`src/rtl/lbus_strap_target.sv`:
```
`timescale 1ns/1ps
module lbus_strap_target #(
  parameter int WAIT_STATES = 1,
  parameter int MEM_AW = 3,
  parameter int IO_AW = 3,
  parameter int TV_AW = 4,
  parameter int CR_AW = 3
)(
  input  logic        clk,
  input  logic        rst_n,
  input  logic [3:0]  strap_id,
  input  logic [2:0]  strap_mode,
  input  logic        ads_n,
  input  logic [31:0] addr,
  input  logic [3:0]  be_n,
  input  logic        wr_rd,
  input  logic        mem_io,
  input  logic [31:0] dat_in,
  output logic [31:0] dat_out,
  output logic        dat_oe,
  output logic        ldev_n,
  output logic        lrdy_n,
  input  logic        rdyrtn_n
);
  localparam int CW = (WAIT_STATES < 2) ? 1 : $clog2(WAIT_STATES);
  localparam int M1 = (MEM_AW > IO_AW) ? MEM_AW : IO_AW;
  localparam int M2 = (TV_AW > CR_AW) ? TV_AW : CR_AW;
  localparam int M3 = (M1 > M2) ? M1 : M2;
  localparam int IXW = (M3 > 3) ? M3 : 3;
  localparam logic [2:0] LINEAR = 3'b101;

  typedef enum logic [1:0] {ST_IDLE, ST_WAIT, ST_RDY, ST_DONE} st_t;
  typedef enum logic [2:0] {RG_NONE, RG_MEM, RG_IO, RG_PORT, RG_TV, RG_CR} rg_t;

  st_t st;
  rg_t rg_d, rg_q;
  logic [CW-1:0]  cnt;
  logic [3:0]     strap_q;
  logic [2:0]     mode_q;
  logic [IXW-1:0] ix_d, ix_q;
  logic [1:0]     lane_q;
  logic [3:0]     be_q;
  logic           wr_q;

  logic [31:0] mem_q  [2**MEM_AW];
  logic [7:0]  io_q   [2**IO_AW];
  logic [31:0] port_q [8];
  logic [31:0] tv_q   [2**TV_AW];
  logic [31:0] cr_q   [2**CR_AW];

  always_ff @(posedge clk)
    if (!rst_n) begin
      strap_q <= strap_id;
      mode_q  <= strap_mode;
    end

  logic upper_hit, grp_hit;
  assign upper_hit = (mode_q == LINEAR) && mem_io && addr[31:30] == 2'b00 &&
                     addr[25:24] == 2'b00 && addr[29:26] == strap_q;
  assign grp_hit = addr[23:17] == 7'b1000101 && addr[1:0] == 2'b00;

  always_comb begin
    rg_d = RG_NONE;
    ix_d = '0;
    if (upper_hit) begin
      if (addr[23:21] == 3'b000) begin
        rg_d = RG_MEM;  ix_d = IXW'(addr[MEM_AW+1:2]);
      end else if (addr[23:16] == 8'h80) begin
        rg_d = RG_IO;   ix_d = IXW'(addr[IO_AW+1:2]);
      end else if (grp_hit && addr[15:13] == 3'b110) begin
        rg_d = RG_PORT; ix_d = IXW'(addr[12:10]);
      end else if (grp_hit && addr[15:12] == 4'b1110) begin
        rg_d = RG_TV;   ix_d = IXW'(addr[TV_AW+1:2]);
      end else if (grp_hit && addr[15:12] == 4'b1111) begin
        rg_d = RG_CR;   ix_d = IXW'(addr[CR_AW+1:2]);
      end
    end
  end

  always_ff @(posedge clk or negedge rst_n)
    if (!rst_n) begin
      st <= ST_IDLE; cnt <= '0; rg_q <= RG_NONE; ix_q <= '0;
      lane_q <= '0; be_q <= '1; wr_q <= 1'b0;
    end else begin
      case (st)
        ST_IDLE: if (!ads_n && rg_d != RG_NONE) begin
          rg_q <= rg_d; ix_q <= ix_d; lane_q <= addr[13:12];
          be_q <= be_n; wr_q <= wr_rd;
          if (WAIT_STATES == 0) st <= ST_RDY;
          else begin st <= ST_WAIT; cnt <= CW'(WAIT_STATES - 1); end
        end
        ST_WAIT: if (cnt == '0) st <= ST_RDY; else cnt <= cnt - 1'b1;
        ST_RDY:  st <= rdyrtn_n ? ST_DONE : ST_IDLE;
        default: if (!rdyrtn_n) st <= ST_IDLE;
      endcase
    end

  function automatic logic [31:0] merge(input logic [31:0] old, input logic [31:0] nw,
                                        input logic [3:0] ben);
    logic [31:0] r;
    for (int i = 0; i < 4; i++) r[8*i +: 8] = ben[i] ? old[8*i +: 8] : nw[8*i +: 8];
    return r;
  endfunction

  logic [7:0] io_byte;
  logic       io_any;
  always_comb begin
    io_byte = '0;
    io_any  = 1'b0;
    for (int i = 3; i >= 0; i--)
      if (!be_q[i]) begin io_byte = dat_in[8*i +: 8]; io_any = 1'b1; end
  end

  logic commit;
  assign commit = (st == ST_RDY) && wr_q;

  always_ff @(posedge clk or negedge rst_n)
    if (!rst_n) begin
      for (int i = 0; i < 2**MEM_AW; i++) mem_q[i] <= '0;
      for (int i = 0; i < 2**IO_AW; i++)  io_q[i]  <= '0;
      for (int i = 0; i < 8; i++)         port_q[i] <= '0;
      for (int i = 0; i < 2**TV_AW; i++)  tv_q[i]  <= '0;
      for (int i = 0; i < 2**CR_AW; i++)  cr_q[i]  <= '0;
    end else if (commit) begin
      case (rg_q)
        RG_MEM:  mem_q[ix_q[MEM_AW-1:0]] <= merge(mem_q[ix_q[MEM_AW-1:0]], dat_in, be_q);
        RG_IO:   if (io_any) io_q[ix_q[IO_AW-1:0]] <= io_byte;
        RG_PORT: port_q[ix_q[2:0]] <= merge(port_q[ix_q[2:0]], dat_in, be_q);
        RG_TV:   tv_q[ix_q[TV_AW-1:0]] <= merge(tv_q[ix_q[TV_AW-1:0]], dat_in, be_q);
        RG_CR:   cr_q[ix_q[CR_AW-1:0]] <= merge(cr_q[ix_q[CR_AW-1:0]], dat_in, be_q);
        default: ;
      endcase
    end

  logic [31:0] rd_word;
  always_comb
    case (rg_q)
      RG_MEM:  rd_word = mem_q[ix_q[MEM_AW-1:0]];
      RG_IO:   rd_word = 32'(io_q[ix_q[IO_AW-1:0]]) << {lane_q, 3'b000};
      RG_PORT: rd_word = port_q[ix_q[2:0]];
      RG_TV:   rd_word = tv_q[ix_q[TV_AW-1:0]];
      RG_CR:   rd_word = cr_q[ix_q[CR_AW-1:0]];
      default: rd_word = '0;
    endcase

  assign dat_oe  = rst_n && (st == ST_RDY) && !wr_q;
  assign dat_out = dat_oe ? rd_word : '0;
  assign ldev_n  = !(rst_n && st != ST_IDLE);
  assign lrdy_n  = !(rst_n && st == ST_RDY);
endmodule

```
`config.mk`:
```
export PLATFORM = sky130hd
export DESIGN_NAME = lbus_strap_target
export DESIGN_NICKNAME = d
export VERILOG_FILES = /design/src/rtl/lbus_strap_target.sv
export SDC_FILE = /design/constraint.sdc
export NUM_CORES = 2
export LEC_CHECK = 0
export BUFFER_PORTS_ARGS = -buffer_cell sky130_fd_sc_hd__buf_2
export CORE_MARGIN = 3
export CORE_UTILIZATION = 50
export CTS_CLUSTER_SIZE = 10
export DETAILED_ROUTE_END_ITERATION = 8
export PLACE_DENSITY = 0.69
export REMOVE_ABC_BUFFERS = 1
export SYNTH_ARGS = -nofsm -noshare
export SYNTH_HDL_FRONTEND = slang
export SYNTH_SLANG_ARGS = --single-unit
```
`constraint.sdc`:
```
create_clock -name clk -period 2.3 [get_ports clk]
set_clock_uncertainty 0.05 [all_clocks]
set_input_delay 0.46 -clock clk [delete_from_list [all_inputs] [get_ports clk]]
set_output_delay 0.46 -clock clk [all_outputs]
set_load 0.01 [all_outputs]
```
==> flow_summary.json <==
{
  "die_area_um2": 127000,
  "track_usage_pct": 32.8,
  "die_y_um": 356,
  "slowest_stage": "dfrtp_4",
  "wl_per_cell_um": 25.5,
  "setup.worst_path.end_class": "primary output",
  "power.density_nw_per_um2": 627,
  "cts-root-buf": "clkbuf_16",
  "synthesis.area_um2": 61400,
  "place_hpwl_mm": 132,
  "reg2reg_to": "tv_q[271]$_DFFE_PN0P_",
  "clock_latency_ns": 0.79,
  "gp_congestion": 0.915,
  "grt_first_pass_wirelength_mm": 313,
  "min_period_ns": 3.82,
  "grt_pass1_vias": 50622,
  "netlist_instances": 5916,
  "synth_enable_flop_cells": 7,
  "timing.rr.start": "ix_q[0]$_DFFE_PN0P_",
  "peakVddDrop_v": 0.000719,
  "grt_overflow": 0,
  "antenna_found_initial": 7,
  "cts_buffers": 158,
  "cts.sinks": 1367,
  "area_growth_pct": 25.9,
  "ys_seq_area_share_pct": 55.8,
  "layout_worst_path_cycle_share_pct": 166,
  "relSlewSlack_pct": 13.8,
  "max_cap_violations": 0,
  "critPathCapture": "dat_out[26]",
  "num_rows": 127,
  "hp-start": "addr[5]",
  "synth_cell_types": 76,
  "yosys_warnings": 0,
  "cp-start-kind": "register",
  "vias_per_cell": 6.20,
  "clockBufferDepth": 3,
  "worstPathCellList": "buf_4, buf_12, buf_12, buf_4, mux4_2, a22oi_2, nand2_2, nand2_2, a41oi_2, buf_4, buf_2",
  "slew_viol_final": 0,
  "numPortBuffers": 111,
  "status": "complete, but fails checks",
  "grt_max_degree": 181,
  "clock.fmax_mhz": 262,
  "required_ns": 1.79,
  "slowest_delay_ns": 0.55,
  "ys_ff_latch": 1367,
  "hold_class": "in2reg",
  "worst-path-buf-inv": 6,
  "cp_common_cell": "buf_4",
  "rsz0062_at_grt": "yes",
  "power.total_mw": 48.5,
  "first_pass_iters": 6,
  "drcViolationCount": 0,
  "tightestPinTransition_ns": 1.29,
  "detailedRoute.firstIterationViolations": 5998,
  "core-area_um2": 121000,
  "nets": 6640,
  "cts_tree": "yes",
  "clkTransAtPathRegs_ns": 0.06,
  "hold_violations": 0,
  "pre_cts_ws_ns": -1.04,
  "ant_nets": 0,
  "routed_wl_mm": 210,
  "vias": 50977,
  "arrival_ns": 3.31,
  "syn_area_per_cell_um2": 10.4,
  "fp.dieW_um": 356,
  "initial_core_util_pct": 50.8,
  "critical_path_class": "reg2out",
  "pin_count": 116,
  "setup_viol": 1314,
  "p_leak_nw": 31.9,
  "mostFrequentLayoutCell": "dfrtp_1",
  "drive_gt1_share_pct": 28.1,
  "fin_ws_ns": -1.52,
  "crit_cells": 11,
  "startpoint": "ix_q[0]$_DFFE_PN0P_",
  "r2r.worst_path.cells": 13,
  "crit_family": "buffers and inverters",
  "path_max_fanout": 8,
  "final_cell_mix": "1,353 x dfrtp_1, 752 x nand2_1, 728 x a21oi_1, 699 x nor2_1, 649 x o21ai_0",
  "nFillCells": 9038,
  "async_reset_ff_share_pct": 99.5,
  "cts.htree.levels": 4,
  "violations": "setup timing",
  "synth_ff_type": "dfrtp_1",
  "r2r_setup_slack_ns": -0.59
}
[worst min path at each step]
stage / end / slack (ns) / cells after the start
after CTS: ix_q[3]$_DFFE_PN0P_ / 0.11 / 4
final: ix_q[3]$_DFFE_PN0P_ / 0.13 / 4
after floorplan: cr_q[0]$_DFFE_PN0P_ / 0.11 / 0
after global routing: ix_q[1]$_DFFE_PN0P_ / 0.15 / 4
after global placement: mem_q[220]$_DFFE_PN0P_ / 0.38 / 2
after detailed placement: mem_q[220]$_DFFE_PN0P_ / 0.39 / 2
[sequential cells by signal, indices dropped and copies added, names as in the netlist]
register  count
tv_q        512
cr_q        256
mem_q       256
port_q      256
io_q         64
be_q          4
ix_q          4
strap_q       4
mode_q        3
rg_q          3
lane_q        2
st            2
wr_q          1
[worst reg2reg max path, cell delays in order, from the launching register on]
cell and delay, ns:
dfrtp_4 0.58, buf_12 0.20, buf_12 0.15, buf_8 0.12
buf_16 0.13, buf_6 0.12, mux4_2 0.44, a22oi_2 0.15
nand2_2 0.12, buf_6 0.14, buf_6 0.11, a21oi_4 0.19
clkbuf_16 0.20, a21oi_1 0.06
[cells by family after synthesis]
group,count (synthesis),synth area share [%]
flip-flops,1367,55.8
AND/OR/NAND/NOR,1734,11.5
multiplexers,451,11.3
AO/OA/AOI/OAI,1867,17.4
XOR/XNOR,4,0.0571
buffers and inverters,493,3.86
[stage by stage]
step	util [%]	setup TNS [ns]	hold WS (ns)	instance area, um2	instances
2_1_floorplan	-	-	0.114	59100	5436
3_3_place_gp	57.2	-208.18	0.385	69200	7873
3_5_place_dp	57.2	-245.01	0.386	69200	7873
4_1_cts	63.1	-312.95	0.113	76300	8184
5_1_grt	63.9	-437.62	0.145	77300	8224
6_report	63.9	-364.01	0.135	77300	8225
[where the power goes]
group,internal (mW),switching (mW),total [mW],leakage (nW)
clock,12.9,9.73,22.6,2.16
combinational,0.506,1.19,1.70,17.7
sequential,24.1,0.00931,24.1,12.1
total,37.5,10.9,48.5,31.9
[synthesized netlist by cell type, drive strengths merged, types with 3 or more instances]
master	n	share of area [%]
and3	4	0.041
o21bai	8	0.098
and2	4	0.041
nor3b	8	0.12
xor2	4	0.057
nand2b	16	0.16
buf	224	2.2
a2bb2oi	3	0.043
o21ai	691	5.6
and3b	3	0.043
nor2	720	4.4
o31ai	3	0.037
o22ai	51	0.52
dfstp	4	0.17
nor3	18	0.24
dfrtp	1356	55
o32a	3	0.049
inv	9	0.055
clkinv	4	0.024
a22oi	123	1.5
nand3b	5	0.061
mux2	158	2.9
edfxtp	7	0.34
a21oi	792	6.7
nand2	824	5.0
nor2b	60	0.61
or2	5	0.051
a31oi	49	0.74
o221ai	66	0.94
a221oi	6	0.11
or3b	6	0.086
nand4	10	0.12
nand3	35	0.29
a32oi	7	0.10
a41oi	24	0.35
mux4	179	6.6
or3	7	0.071
a211oi	20	0.25
a21o	3	0.037
o32ai	6	0.086
a222oi	4	0.065
mux2i	114	1.9
clkbuf	256	1.6
nor4	3	0.031
[routing by layer]
metal | routed length, um | GRT usage (%)
met3 | 22600 | 9.19
met4 | 12000 | 17.3
met1 | 80300 | 43.3
met5 | 65 | 0
met2 | 94700 | 49.6
[area by class of cell]
class,instances,area (um2),share of cell area (%)
clock inverter,15,208,0.269
sequential,1367,34300,44.3
antenna,3,7.51,0.00971
clock buffer,196,4230,5.48
tap,1612,2020,2.61
multi-input combinational,4057,26500,34.3
inverter,13,51.3,0.0664
timing repair buffer,962,10000,13.0
[repair_timing]
item | in CTS | in global routing
pin swaps | 68 | 64
hold endpoints to repair | 87 | 0
gates cloned | 23 | 3
buffers inserted | 62 | 38
gates resized for setup | 304 | 144
hold buffers | 16 | 0
setup endpoints to repair | 1223 | 1377
No activity file was read; power rests on OpenSTA's default activity.
